### src/rtl/fm_bus_pkg.sv
package fm_bus_pkg;

    typedef enum logic [1:0] {
        PH_IDLE   = 2'd0,
        PH_SETUP  = 2'd1,
        PH_STROBE = 2'd2,
        PH_GAP    = 2'd3
    } phase_e;

    typedef struct packed {
        logic       is_index;
        logic [1:0] addr;
        logic [7:0] value;
    } wr_req_t;

    function automatic int unsigned ceil_div(input int unsigned num, input int unsigned den);
        return (num + den - 1) / den;
    endfunction

    function automatic int unsigned max2(input int unsigned a, input int unsigned b);
        return (a > b) ? a : b;
    endfunction

    function automatic int unsigned count_width(input int unsigned v);
        return (v < 2) ? 1 : $clog2(v + 1);
    endfunction

endpackage

### src/rtl/fm_reset_gen.sv
module fm_reset_gen #(
    parameter int unsigned RST_CYC = 1344,
    parameter int unsigned CW      = 11
) (
    input  logic clk,
    input  logic rst,
    output logic done
);

    logic [CW-1:0] cnt;

    always_ff @(posedge clk) begin
        if (rst) begin
            cnt  <= '0;
            done <= 1'b0;
        end else if (!done) begin
            if (cnt == CW'(RST_CYC - 1)) begin
                done <= 1'b1;
            end else begin
                cnt <= cnt + 1'b1;
            end
        end
    end

    AST_RESET_COUNT_BOUND: assert property (@(posedge clk) disable iff (rst)
        !done |-> (cnt < CW'(RST_CYC)));

    AST_RESET_STAYS_DONE: assert property (@(posedge clk) disable iff (rst)
        done |=> done);

endmodule

### src/rtl/fm_phase_timer.sv
module fm_phase_timer #(
    parameter int unsigned CW = 11
) (
    input  logic          clk,
    input  logic          rst,
    input  logic          load,
    input  logic [CW-1:0] load_len,
    output logic          expired
);

    logic [CW-1:0] cnt;

    always_ff @(posedge clk) begin
        if (rst) begin
            cnt <= '0;
        end else if (load) begin
            cnt <= load_len - 1'b1;
        end else if (cnt != '0) begin
            cnt <= cnt - 1'b1;
        end
    end

    assign expired = (cnt == '0);

    AST_LOAD_NONZERO: assert property (@(posedge clk) disable iff (rst)
        load |-> (load_len != '0));

    AST_COUNT_DOWN: assert property (@(posedge clk) disable iff (rst)
        (!load && cnt != '0) |=> (cnt == $past(cnt) - 1'b1));

endmodule

### src/rtl/fm_wait_select.sv
module fm_wait_select
    import fm_bus_pkg::*;
#(
    parameter int unsigned CW        = 11,
    parameter int unsigned IDX_CYC   = 119,
    parameter int unsigned LONG_CYC  = 581,
    parameter int unsigned SHORT_CYC = 329,
    parameter logic [7:0]  CHAN_BASE = 8'h30
) (
    input  logic          clk,
    input  logic          rst,
    input  logic          capture,
    input  wr_req_t       req,
    output logic [CW-1:0] gap_len
);

    logic [7:0] last_index;

    always_ff @(posedge clk) begin
        if (rst) begin
            last_index <= 8'hFF;
        end else if (capture && req.is_index) begin
            last_index <= req.value;
        end
    end

    always_comb begin
        if (req.is_index) begin
            gap_len = CW'(IDX_CYC);
        end else if (last_index >= CHAN_BASE) begin
            gap_len = CW'(LONG_CYC);
        end else begin
            gap_len = CW'(SHORT_CYC);
        end
    end

    AST_DATA_KEEPS_INDEX: assert property (@(posedge clk) disable iff (rst)
        (capture && !req.is_index) |=> $stable(last_index));

    AST_IDLE_KEEPS_INDEX: assert property (@(posedge clk) disable iff (rst)
        !capture |=> $stable(last_index));

endmodule

### src/rtl/fm_bus_writer.sv
module fm_bus_writer
    import fm_bus_pkg::*;
#(
    parameter int unsigned CLK_NS      = 20,
    parameter int unsigned CHIP_DIV    = 7,
    parameter int unsigned SETUP_NS    = 10,
    parameter int unsigned STROBE_NS   = 200,
    parameter int unsigned HOLD_NS     = 10,
    parameter int unsigned IDX_GAP     = 17,
    parameter int unsigned LONG_GAP    = 83,
    parameter int unsigned SHORT_GAP   = 47,
    parameter int unsigned RESET_CHIP  = 192,
    parameter logic [7:0]  CHAN_BASE   = 8'h30
) (
    input  logic       clk,
    input  logic       rst,
    input  logic       req_valid,
    output logic       req_ready,
    input  logic       req_is_index,
    input  logic [1:0] req_addr,
    input  logic [7:0] req_value,
    output logic [1:0] chip_addr,
    output logic [7:0] chip_data,
    output logic       chip_sel_n,
    output logic       chip_wr_n,
    output logic       chip_rd_n,
    output logic       chip_reset_n
);

    localparam int unsigned SU_CYC    = max2(1, ceil_div(SETUP_NS, CLK_NS));
    localparam int unsigned PW_CYC    = max2(1, ceil_div(STROBE_NS, CLK_NS));
    localparam int unsigned HOLD_CYC  = max2(1, ceil_div(HOLD_NS, CLK_NS));
    localparam int unsigned IDX_CYC   = max2(HOLD_CYC, IDX_GAP * CHIP_DIV);
    localparam int unsigned LONG_CYC  = max2(HOLD_CYC, LONG_GAP * CHIP_DIV);
    localparam int unsigned SHORT_CYC = max2(HOLD_CYC, SHORT_GAP * CHIP_DIV);
    localparam int unsigned RST_CYC   = max2(1, RESET_CHIP * CHIP_DIV);
    localparam int unsigned MAX_CYC   = max2(max2(max2(SU_CYC, PW_CYC), max2(IDX_CYC, LONG_CYC)),
                                             max2(SHORT_CYC, RST_CYC));
    localparam int unsigned CW        = count_width(MAX_CYC);

    phase_e        phase;
    wr_req_t       incoming;
    wr_req_t       held;
    logic          strobe_n;
    logic          init_done;
    logic          accept;
    logic          tmr_load;
    logic [CW-1:0] tmr_len;
    logic          tmr_expired;
    logic [CW-1:0] gap_len;
    logic [CW-1:0] gap_q;

    assign incoming  = '{is_index: req_is_index, addr: req_addr, value: req_value};
    assign req_ready = init_done && (phase == PH_IDLE);
    assign accept    = req_valid && req_ready;

    fm_reset_gen #(
        .RST_CYC (RST_CYC),
        .CW      (CW)
    ) u_reset_gen (
        .clk  (clk),
        .rst  (rst),
        .done (init_done)
    );

    fm_wait_select #(
        .CW        (CW),
        .IDX_CYC   (IDX_CYC),
        .LONG_CYC  (LONG_CYC),
        .SHORT_CYC (SHORT_CYC),
        .CHAN_BASE (CHAN_BASE)
    ) u_wait_select (
        .clk     (clk),
        .rst     (rst),
        .capture (accept),
        .req     (incoming),
        .gap_len (gap_len)
    );

    always_comb begin
        tmr_load = 1'b0;
        tmr_len  = CW'(SU_CYC);
        if (accept) begin
            tmr_load = 1'b1;
            tmr_len  = CW'(SU_CYC);
        end else if (phase == PH_SETUP && tmr_expired) begin
            tmr_load = 1'b1;
            tmr_len  = CW'(PW_CYC);
        end else if (phase == PH_STROBE && tmr_expired) begin
            tmr_load = 1'b1;
            tmr_len  = gap_q;
        end
    end

    fm_phase_timer #(
        .CW (CW)
    ) u_phase_timer (
        .clk      (clk),
        .rst      (rst),
        .load     (tmr_load),
        .load_len (tmr_len),
        .expired  (tmr_expired)
    );

    always_ff @(posedge clk) begin
        if (rst) begin
            phase    <= PH_IDLE;
            held     <= '0;
            strobe_n <= 1'b1;
            gap_q    <= CW'(IDX_CYC);
        end else begin
            case (phase)
                PH_IDLE: begin
                    if (accept) begin
                        phase <= PH_SETUP;
                        held  <= incoming;
                        gap_q <= gap_len;
                    end
                end
                PH_SETUP: begin
                    if (tmr_expired) begin
                        phase    <= PH_STROBE;
                        strobe_n <= 1'b0;
                    end
                end
                PH_STROBE: begin
                    if (tmr_expired) begin
                        phase    <= PH_GAP;
                        strobe_n <= 1'b1;
                    end
                end
                PH_GAP: begin
                    if (tmr_expired) begin
                        phase <= PH_IDLE;
                    end
                end
                default: phase <= PH_IDLE;
            endcase
        end
    end

    assign chip_addr    = held.addr;
    assign chip_data    = held.value;
    assign chip_sel_n   = strobe_n;
    assign chip_wr_n    = strobe_n;
    assign chip_rd_n    = 1'b1;
    assign chip_reset_n = init_done;

    AST_NO_STROBE_IN_RESET: assert property (@(posedge clk) disable iff (rst)
        !chip_reset_n |-> (chip_sel_n && !req_ready));

    AST_READ_INACTIVE: assert property (@(posedge clk) disable iff (rst)
        chip_rd_n);

    AST_BUSY_AFTER_ACCEPT: assert property (@(posedge clk) disable iff (rst)
        accept |=> !req_ready);

    AST_SETUP_BEFORE_STROBE: assert property (@(posedge clk) disable iff (rst)
        $fell(chip_sel_n) |-> ($stable(chip_addr) && $stable(chip_data)));

    AST_STABLE_IN_STROBE: assert property (@(posedge clk) disable iff (rst)
        (!chip_sel_n && $past(!chip_sel_n)) |-> ($stable(chip_addr) && $stable(chip_data)));

    AST_NOT_READY_IN_STROBE: assert property (@(posedge clk) disable iff (rst)
        !chip_sel_n |-> !req_ready);

    AST_HOLD_AFTER_STROBE: assert property (@(posedge clk) disable iff (rst)
        $rose(chip_sel_n) |-> ($stable(chip_addr) && $stable(chip_data)));

    AST_LINES_FROZEN_IDLE: assert property (@(posedge clk) disable iff (rst)
        !$past(accept) |-> ($stable(chip_addr) && $stable(chip_data)));

endmodule

### config.mk
export PLATFORM = sky130hd
export DESIGN_NAME = fm_bus_writer
export DESIGN_NICKNAME = d
export VERILOG_FILES = /design/src/rtl/fm_bus_pkg.sv /design/src/rtl/fm_reset_gen.sv /design/src/rtl/fm_phase_timer.sv /design/src/rtl/fm_wait_select.sv /design/src/rtl/fm_bus_writer.sv
export SDC_FILE = /design/constraint.sdc
export NUM_CORES = 1
export LEC_CHECK = 0
export ABC_CLOCK_PERIOD_IN_PS = 4100
export BUFFER_PORTS_ARGS = -buffer_cell sky130_fd_sc_hd__buf_2
export CAP_MARGIN = 20
export CORE_MARGIN = 5
export CORE_UTILIZATION = 35
export DETAILED_ROUTE_END_ITERATION = 7
export GPL_ROUTABILITY_DRIVEN = 0
export GPL_TIMING_DRIVEN = 0
export MAX_ROUTING_LAYER = met4
export PLACE_DENSITY = 0.59
export SLEW_MARGIN = 10
export SYNTH_ARGS = -nofsm -noshare
export SYNTH_HDL_FRONTEND = slang
export SYNTH_SLANG_ARGS = --single-unit
### constraint.sdc
create_clock -name clk -period 4.1 [get_ports clk]
set_input_delay 0.82 -clock clk [delete_from_list [all_inputs] [get_ports clk]]
set_output_delay 0.82 -clock clk [all_outputs]
set_load 0.02 [all_outputs]
==> results by group, run 1 <==
Timing
  – Unrepaired setup endpoints after global routing: no
  – Fin crit period: about 3.4 ns
  – Slew Viols, Final: 0
  – Crit share post-route: between 80% and 90%
  – WHS: ~0.46 ns
  – Worst-Margin Slew: just over 0.5 ns
  – Max-slew headroom: between 60% and 70%
  – Fmax: about 290 MHz
  – Endpoints failing setup: 0
  – Worst Skew: about 0.0037 ns
  – Final Hold Viols: 0
  – Fin Setup TNS: 0 ns

Flow run
  – Maxcap violations: 0

Floorplan
  – Die Y: about 90 um
  – CORE AREA: approximately 6200 um2
  – FP Rows: 29
  – Initial core utilization: between 30% and 40%
  – Top Ports: 29
  – Full die area: about 8000 um2
  – DIE WIDTH: 89.5 um

Finish
  – Nets: between 300 and 400
  – Share of layout cells above drive strength 1: approximately 18%
  – Antenna Cells: 0
  – Finished Layout Cells: between 300 and 400
  – Area growth from synthesis to layout: 16.3%
  – Fillcell total: 686

Clock network
  – CTS H-tree lvls: 2
  – Clk buf depth: 2
  – # clock sinks: 44
  – Inserted Clock Buffers: 5
  – CTS tree: done
  – Hold buffer count at cts: 0
  – Worst skew pair latency: between 0.2 and 0.3 ns
  – CTS-repair resized insts: 0
  – CTS root buf: clkbuf_8
  – Setup Buffers After CTS: 0
  – CTS clock-pin slew for the worst setup and hold paths: around 0.080 ns

Detailed routing
  – WL final: 5.21 mm
  – Wire per inst: ~14 um
  – 1st-pass router iterations: 6
  – Routed vias: a little under 2,000
  – Met1 WL: around 2.5 mm
  – Routed Antenna Nets: 0
  – Met2 WL: 2.43 mm
  – DR top layer: met4
  – Wire length on met3: roughly 200 um
  – DR DRC count: 0
  – Iter 0 DRT Violations: slightly above 70
  – Detailed-route vias per instance: between 5 and 6

Setup path
  – CP Capture Type: register
  – Worst Setup Path Type: reg -> reg
  – Crit-path max cell delay: ~0.46 ns
  – Worst-path cell chain: inv_1 > ha_1 > and3_1 > clkbuf_1 > buf_2 > clkbuf_1 > nor2_1 > ha_1 > or4b_1 > a22oi_1 > o21ai_1 > a22oi_2 > nand3_1 > a21oi_1
  – Setup crit start kind: register
  – WP data required: about 4.3 ns
  – Slowest cell on crit path: or4b_1
  – Critical-path maximum fanout: 10
  – Worst EP arrival: 3.62 ns

Logic synthesis
  – Count of flip-flops with a built-in enable after synthesis: 0
  – Ys flop type: dfxtp_1
  – Most frequent cell after synthesis: dfxtp_1
  – Asr flop ratio synth: 0%
  – Register area share after synthesis: around two fifths
  – Avg Cell Area, Syn: 8.49 um2
  – Syn Inst Count: ~260
  – List of most frequent post-synthesis cells: dfxtp_1 (44), nand2_1 (39), a21oi_1 (27)
  – Area leader, netlist: dfxtp_1
  – Synth Warn #: 0
  – Synth top area cells: dfxtp_1 (40%), nand2_1 (6.6%), a21oi_1 (6.1%), nor2_1 (4.2%), ha_1 (4.0%)
  – Mapped Area: ~2200 um2
  – Post-synth top area share: about 40%
  – Yosys reg bits: between 40 and 50
  – Yosys cell types: 50
  – Post-Syn Nets: between 200 and 300

Power
  – Total leakage power: approximately 0.0010 uW
  – Peak supply drop: 254 uV
  – P per Cell Area: about 580 nW/um2

GRT
  – Vias in the first global route: 2,023
  – GR Overflow Total: 0
  – Initial antenna violation count: 0
  – Largest net degree at the start of global routing: 14
  – GRT Overall Usage: roughly 15%
  – First-pass GRT wire length: around 8.9 mm

Status
  – Status: completed

Placed design
  – Placed insts: 365
  – Post-DP HPWL: around 3.9 mm
  – IO Port Bufs: 27

Min path
  – Hold Path Class: reg -> reg
-- report_power, final --
group	switching, uW	total [uW]	internal, uW	leakage, uW
combinational	337	572	235	0.000609
clock	146	386	240	0.0000642
sequential	58.0	540	482	0.000357
-- critical path, delay by kind of cell, from the launching register on --
family,cells,cell delay [ns]
and+or+nand+nor,4,0.95
buffers and inverters,4,0.74
adders and majority gates,2,0.51
DFF,1,0.39
AOI/OAI and AO/OA,4,0.74
-- routing by layer --
layer  vias up  global-route usage (%)
li1        995                       -
met1       928                    16.9
met2        39                    24.5
met3        13                    3.23
met4         0                    6.22
met5         -                       -
-- metrics by stage --
stage / setup slack (ns) / total power [uW] / area, um2 / utilization, %
3_3_place_gp: 0.539 / 1110 / 2450 / 39.2
5_1_grt: 0.375 / 1600 / 2570 / 41.3
6_report: 0.705 / 1500 / 2570 / 41.3
3_5_place_dp: 0.552 / 1120 / 2450 / 39.2
2_1_floorplan: 1.10 / 1000 / 2210 / -
4_1_cts: 0.666 / 1510 / 2570 / 41.3
-- cells in the final DEF (no fill, tap or decap), types with 3 or more instances in the layout --
cell type  count
dfxtp_1       44
nand2_1       39
buf_2         30
a21oi_1       27
nor2_1        25
clkbuf_1       9
and3_1         8
nand3_1        8
xor2_1         8
ha_1           7
nand4_1        6
nor3_1         6
a211o_1        6
a21o_1         6
clkbuf_8       5
o21ai_0        4
o21ai_1        4
or3_1          4
inv_1          3
and2_1         3
o211ai_1       3
a211oi_1       3
-- path summary, 6_finish.rpt --
| check | start | end | slack (ns) | depth (start not counted) |
|---|---|---|---|---|
| min | chip_data[3] | chip_data[3] | 0.46 | 2 |
| max reg2reg | phase[0] | u_phase_timer.cnt[8] | 0.70 | 14 |
| max | phase[0] | u_phase_timer.cnt[8] | 0.70 | 14 |
| min reg2reg | chip_data[3] | chip_data[3] | 0.46 | 2 |
-- sequential cells by signal, summed over array words and instances (netlist names) --
signal,count
chip_addr,2
chip_sel_n,1
u_reset_gen.cnt,11
chip_data,8
phase,2
gap_q,4
u_wait_select.last_index,4
u_phase_timer.cnt,11
u_reset_gen.done,1
-- cell type report --
cell class | instances | area, um2 | area share [%]
multi-input cells | 198 | 1240 | 48.0
inverters | 3 | 11.3 | 0.437
clock inverters | 2 | 60.1 | 2.33
repair buffers | 27 | 135 | 5.25
clock buffers | 5 | 68.8 | 2.67
flip-flops and latches | 44 | 881 | 34.2
plain buffers | 16 | 86.3 | 3.35
well taps | 77 | 96.3 | 3.74
-- cell families (layout without fill, tap and decap cells) --
family | count (synthesis) | in the layout | synth area share, %
flip-flops | 44 | 44 | 39.8
XOR/XNOR | 9 | 9 | 3.56
other | 1 | 1 | 0.169
AND/OR/NAND/NOR | 112 | 112 | 26.2
multiplexers | 2 | 2 | 0.904
AO/OA/AOI/OAI | 67 | 67 | 21.1
buffers and inverters | 19 | 53 | 4.41
adder cells (fa/ha/maj) | 7 | 7 | 3.95
(Power assumes the default switching activity.)
==> run 2: changes to the inputs <==
--- a/config.mk
+++ b/config.mk
@@ -5,7 +5,8 @@
 export SDC_FILE = /design/constraint.sdc
 export NUM_CORES = 1
 export LEC_CHECK = 0
-export ABC_CLOCK_PERIOD_IN_PS = 4100
+export ABC_AREA = 1
+export ABC_CLOCK_PERIOD_IN_PS = 3400
 export BUFFER_PORTS_ARGS = -buffer_cell sky130_fd_sc_hd__buf_2
 export CAP_MARGIN = 20
 export CORE_MARGIN = 5
==> constraint.sdc (replaced) <==
create_clock -name clk -period 3.4 [get_ports clk]
set_input_delay 0.68 -clock clk [delete_from_list [all_inputs] [get_ports clk]]
set_output_delay 0.68 -clock clk [all_outputs]
set_load 0.02 [all_outputs]
==> run 2 against run 1 <==
Compared with the run above:
- clock power rose by 6.5%
- cell count increased by 15%
- wire length decreased by 4.2%
- first-iteration DRC count rose by 24%
- largest cell class unchanged
- largest power group unchanged
==> results by group, run 2 <==
GRT
  – GR Overflow Total: 0
  – GRT met1 Usage: between 10% and 20%
  – Vias in the first global route: 1,873
  – Initial antenna violation count: 0
  – GRT Overall Usage: between 10% and 20%
  – Met3 usage: just under 3%
  – Met2 Use GR: between 10% and 20%
  – Largest net degree at the start of global routing: 16
  – Layer with the highest usage: met2
  – First-pass GRT wire length: 8.71 mm

Floorplan
  – Top Ports: 29
  – CORE AREA: 6350 um2
  – FP Rows: 29
  – Die Y: a little over 90 um
  – Full die area: between 8000 and 9000 um2
  – Initial core utilization: a little over a third
  – DIE WIDTH: ~91 um

Setup path
  – Crit-path max cell delay: about 0.34 ns
  – R2r worst-path depth: 14
  – Worst Setup Path Type: reg -> reg
  – Setup crit start kind: register
  – Worst-path cell chain: inv_1 > ha_1 > nand3_1 > buf_4 > buf_2 > nand3_1 > nand2_2 > inv_1 > ha_1 > nand3_2 > nor2_4 > nand2_1 > o21ai_1 > a21oi_1
  – Critical-path maximum fanout: 10
  – Number of buffers and inverters on the critical path: 4
  – WP data required: approximately 3.6 ns
  – Worst EP arrival: ~2.6 ns
  – Crit-path leading delay family: simple AND/OR/NAND/NOR gates
  – Slowest cell on crit path: dfxtp_1
  – CP Capture Type: register
  – Critical Path Stages: 14

Timing
  – Unrepaired setup endpoints after global routing: no
  – Crit share post-route: a little over two thirds
  – Worst-Margin Slew: 0.545 ns
  – Slew Viols, Final: 0
  – Fmax: just over 400 MHz
  – Endpoints failing setup: 0
  – Worst Skew: roughly 0.0066 ns
  – Final Hold Viols: 0
  – Fin Setup TNS: 0 ns
  – Max-slew headroom: roughly 64%
  – Fin crit period: ~2.4 ns

Finish
  – Finished Layout Cells: roughly 430
  – Share of layout cells above drive strength 1: between 10% and 20%
  – Area growth from synthesis to layout: 14.9%
  – Nets: approximately 370
  – Most common cell after layout, fill and taps aside: nand2_1
  – Antenna Cells: 0
  – Most frequent cells in the layout: nand2_1 (71), dfxtp_1 (44), inv_1 (37), buf_2 (28), a21oi_1 (28)

Power
  – P per Cell Area: between 600 and 700 nW/um2
  – Peak supply drop: 296 uV
  – Total leakage power: 0.00122 uW

Min path
  – Hold path depth: 2
  – Hold Path Class: reg -> reg

Detailed routing
  – DR DRC count: 0
  – Iter 0 DRT Violations: 89
  – Wire per inst: between 10 and 15 um
  – 1st-pass router iterations: 4
  – Detailed-route vias per instance: 4.71
  – WL final: around 5 mm
  – Routed vias: 2,006
  – Routed Antenna Nets: 0

Logic synthesis
  – Synth Warn #: 0
  – Syn Inst Count: roughly 320
  – Avg Cell Area, Syn: approximately 7.3 um2
  – Asr flop ratio synth: 0%
  – Yosys reg bits: between 40 and 50
  – Mapped Area: 2300 um2
  – Register area share after synthesis: about two fifths
  – Post-synth top area share: about two fifths
  – Ys flop type: dfxtp_1
  – Count of flip-flops with a built-in enable after synthesis: 0
  – Synth top area cells: dfxtp_1 (38%), nand2_1 (12%), a21oi_1 (6.1%), inv_1 (6.0%), nand3_1 (4.8%)
  – Post-Syn Nets: approximately 340
  – Area leader, netlist: dfxtp_1
  – Yosys cell types: 35
  – Most frequent cell after synthesis: nand2_1
  – List of most frequent post-synthesis cells: nand2_1 (71), dfxtp_1 (44), inv_1 (37)

Clock network
  – Worst skew pair latency: ~0.30 ns
  – CTS H-tree lvls: 2
  – Hold buffer count at cts: 0
  – Clk buf depth: 2
  – # clock sinks: 44
  – CTS-repair resized insts: 0
  – Inserted Clock Buffers: 5
  – Setup Buffers After CTS: 0
  – CTS root buf: clkbuf_8
  – CTS tree: done
  – CTS clock-pin slew for the worst setup and hold paths: approximately 0.090 ns

Placed design
  – Post-DP HPWL: 3.67 mm
  – Placed insts: 418
  – IO Port Bufs: 26

Status
  – Status: completed

Flow run
  – Maxcap violations: 0
## run 2: cell count changes after synthesis, sizes merged, moves of 7 or more
cell	delta
nand3	+23
nor2	+7
o21ai	+7
and3	-8
inv	+37
xor2	-8
nand2	+38
## run 2: power breakdown
part / leakage (uW) / switching [uW] / total, uW / internal [uW]
clock: 0.0000548 / 190 / 411 / 221
sequential: 0.000358 / 35.9 / 616 / 580
combinational: 0.000806 / 525 / 811 / 285
## run 2: path summary, 6_finish.rpt
| path | slack [ns] | end | from |
|---|---|---|---|
| max | 0.99 | u_phase_timer.cnt[8] | phase[1] |
| min | 0.47 | chip_addr[0] | chip_addr[0] |
| max reg2reg | 0.99 | u_phase_timer.cnt[8] | phase[1] |
| min reg2reg | 0.47 | chip_addr[0] | chip_addr[0] |
## run 2: layer usage
metal,wire (um),part of all wire [%],vias to the layer above
met5,0,0,-
met4,31,0.62,0
met3,251,5.0,2
met2,2300,46,44
met1,2420,48,877
li1,-,-,1083
## run 2: through the flow
| step | worst slack, ns | hold WS [ns] | util [%] | total power [uW] | instance area, um2 |
|---|---|---|---|---|---|
| 6_report | 0.995 | 0.465 | 41.5 | 1840 | 2640 |
| 5_1_grt | 0.752 | 0.487 | 41.5 | 1990 | 2640 |
| 4_1_cts | 0.993 | 0.467 | 41.5 | 1860 | 2640 |
| 3_5_place_dp | 0.953 | 0.449 | 39.7 | 1430 | 2520 |
| 3_3_place_gp | 0.962 | 0.441 | 39.7 | 1430 | 2520 |
| 2_1_floorplan | 1.25 | 0.429 | - | 1300 | 2300 |
## run 2: worst register-to-register path, cell delays in order (launching register included)
cell and delay [ns]:
dfxtp_1 0.34, inv_1 0.14, ha_1 0.23, nand3_1 0.11, buf_4 0.20, buf_2 0.23, nand3_1 0.12, nand2_2 0.09
inv_1 0.06, ha_1 0.21, nand3_2 0.12, nor2_4 0.16, nand2_1 0.09, o21ai_1 0.13, a21oi_1 0.07
## run 2: kinds of logic after synthesis
| group | count (synthesis) | synth area share [%] |
|---|---|---|
| buf+inv | 52 | 9.10 |
| simple gates | 158 | 35.2 |
| flops | 44 | 38.4 |
| other cells | 1 | 0.163 |
| fa+ha+maj | 7 | 3.81 |
| compound gates | 52 | 13.0 |
| xor+xnor | 1 | 0.382 |
## run 2: final cells by class
| cell class | instances | area, um2 |
|---|---|---|
| inverters | 41 | 154 |
| flip-flops and latches | 44 | 881 |
| plain buffers | 11 | 55.1 |
| clock buffers | 5 | 68.8 |
| repair buffers | 26 | 130 |
| multi-input cells | 219 | 1210 |
| clock inverters | 3 | 46.3 |
| fillers | 648 | 3710 |
| well taps | 77 | 96.3 |
==> run 3: changes to the inputs <==
--- a/config.mk
+++ b/config.mk
@@ -6,7 +6,7 @@
 export NUM_CORES = 1
 export LEC_CHECK = 0
 export ABC_AREA = 1
-export ABC_CLOCK_PERIOD_IN_PS = 3400
+export ABC_CLOCK_PERIOD_IN_PS = 2170
 export BUFFER_PORTS_ARGS = -buffer_cell sky130_fd_sc_hd__buf_2
 export CAP_MARGIN = 20
 export CORE_MARGIN = 5
@@ -15,7 +15,7 @@
 export GPL_ROUTABILITY_DRIVEN = 0
 export GPL_TIMING_DRIVEN = 0
 export MAX_ROUTING_LAYER = met4
-export PLACE_DENSITY = 0.59
+export PLACE_DENSITY = 0.61
 export SLEW_MARGIN = 10
 export SYNTH_ARGS = -nofsm -noshare
 export SYNTH_HDL_FRONTEND = slang
==> constraint.sdc (replaced) <==
create_clock -name clk -period 2.17 [get_ports clk]
set_input_delay 0.434 -clock clk [delete_from_list [all_inputs] [get_ports clk]]
set_output_delay 0.434 -clock clk [all_outputs]
set_load 0.02 [all_outputs]
==> run 3 against run 2 <==
Compared with the run above:
- register-to-register slack got worse by 0.85 ns
- clock power rose by 59%
- clock skew rose by 0.0049 ns
- total power rose by 72%
- via count rose by 4.5%
- largest cell class unchanged
- clock-buffer cell count did not move
- sequential share of layout area fell by 2.1 points
- final area rose by 7.2%
- fmax rose by 19%
- first-iteration DRC count fell by 37%
- non-clock buffer count rose by 10
- setup slack got worse by 0.85 ns
==> results by group, run 3 (synthesis gave the netlist of run 2 again) <==
Detailed routing
  – Routed Antenna Nets: 0
  – Routed vias: 2,096
  – WL final: about 5.3 mm
  – Wire per inst: approximately 12 um
  – Detailed-route vias per instance: roughly 4.8
  – DR DRC count: 0
  – Iter 0 DRT Violations: 56
  – 1st-pass router iterations: 4

Setup path
  – Setup crit start kind: register
  – Worst Setup Path Type: reg -> reg
  – WP data required: 2.38 ns
  – Worst EP arrival: ~2.2 ns
  – CP Capture Type: register
  – Critical-path maximum fanout: 6

Clock network
  – CTS root buf: clkbuf_8
  – CTS H-tree lvls: 2
  – # clock sinks: 44
  – Clk buf depth: 2
  – CTS tree: done
  – Inserted Clock Buffers: 5
  – CTS clock-pin slew for the worst setup and hold paths: 0.09 ns
  – Worst skew pair latency: about 0.3 ns
  – Hold buffer count at cts: 0

Timing
  – Fin crit period: between 2 and 2.5 ns
  – Final Hold Viols: 0
  – Worst-Margin Slew: between 0.5 and 0.6 ns
  – WHS: 0.352 ns
  – Crit share post-route: approximately 94%
  – Worst Skew: about 0.011 ns
  – Fmax: just under 500 MHz
  – Slew Viols, Final: 0
  – Max-slew headroom: between 60% and 70%
  – Endpoints failing setup: 0

GRT
  – GRT Overall Usage: 13.9%
  – First-pass GRT wire length: around 9 mm
  – Largest net degree at the start of global routing: 16
  – GR Overflow Total: 0
  – Vias in the first global route: roughly 2,000
  – Initial antenna violation count: 0

Power
  – Total leakage power: 0.00129 uW
  – P per Cell Area: around 1100 nW/um2
  – Peak supply drop: 566 uV

Finish
  – Nets: approximately 380
  – Antenna Cells: 0
  – Most frequent cells in the layout: nand2_1 (67), dfxtp_1 (42), inv_1 (33), a21oi_1 (28), buf_2 (27)
  – Final instance area: approximately 2800 um2
  – Fillcell total: between 600 and 700
  – Most common cell after layout, fill and taps aside: nand2_1
  – Share of layout cells above drive strength 1: 26.7%
  – Area growth from synthesis to layout: 23.2%

Status
  – Status: completed

Floorplan
  – Top Ports: 29
  – DIE WIDTH: roughly 90 um
  – FP Rows: 29
  – Initial core utilization: 36.2%
  – Full die area: between 8000 and 9000 um2
  – Die Y: between 90 and 100 um
  – CORE AREA: 6350 um2

Placed design
  – IO Port Bufs: 26
  – Dpl cell area: 2520 um2
  – Post-DP HPWL: 3.81 mm

Min path
  – Hold Path Class: in -> reg

Flow run
  – Maxcap violations: 0
==> run 3: cell types whose count changed in the layout (fill, tap and decap cells not counted), sizes merged <==
cell / delta
buf: +11
clkinv: +2
clkbuf: -1
clkinvlp: -1
inv: -1
==> run 3: final cells by class <==
cell class | count | area [um2] | share of cell area, %
Multi-Input combinational cell | 219 | 1280 | 45.3
Clock inverter | 3 | 47.5 | 1.68
Buffer | 10 | 65.1 | 2.30
Timing Repair Buffer | 37 | 225 | 7.96
Sequential cell | 44 | 886 | 31.3
Inverter | 41 | 159 | 5.62
Clock buffer | 5 | 68.8 | 2.43
Tap cell | 77 | 96.3 | 3.41
==> run 3: layer usage <==
layer	wire length (um)	part of all wire, %	global-route usage (%)	vias to the layer above
met1	2540	48	17.1	948
met5	0	0	-	-
met2	2590	48	22.7	33
li1	-	-	-	1109
met3	155	2.9	2.81	6
met4	59	1.1	4.77	0
==> run 3: report_power, final <==
part           internal [uW]  switching [uW]
logic                    612             925
clock network            347             308
registers                914            60.8
==> run 3: path summary, 6_finish.rpt <==
| path | from | to | slack, ns | depth (start not counted) |
|---|---|---|---|---|
| min reg2reg | chip_data[3] | chip_data[3] | 0.47 | 2 |
| max | phase[1] | u_phase_timer.cnt[7] | 0.14 | 14 |
| min | req_value[4] | u_wait_select.last_index[4] | 0.35 | 3 |
| max reg2reg | phase[1] | u_phase_timer.cnt[7] | 0.14 | 14 |
==> run 3: worst max-delay path: stages (launching register included) <==
cell and delay (ns):
dfxtp_2 0.37, inv_4 0.05, ha_4 0.17, nand3_4 0.10, inv_2 0.08, or2_1 0.22, inv_1 0.09, nand2_2 0.07
nand2_2 0.10, buf_4 0.12, nand3_2 0.09, nor2_4 0.17, nand4_2 0.12, o21ai_1 0.14, nor2_1 0.05
==> run 3: what timing repair did <==
item / CTS / global route
pin swaps: 2 / 8
setup buffers: 7 / 4
cloned: 0 / 0
resized for setup: 10 / 20
setup endpoints to repair: 8 / 5
==> run 3: metrics by stage <==
stage	utilization, %	setup TNS (ns)	total power (uW)	setup WS (ns)	cells
3_5_place_dp	39.7	-1.09	2260	-0.275	418
3_3_place_gp	39.7	-0.870	2240	-0.222	418
4_1_cts	43.0	0	3020	0.00131	432
2_1_floorplan	-	0	2040	0.0522	315
6_report	44.5	0	3170	0.141	436
5_1_grt	44.5	-0.0506	3440	-0.0284	436
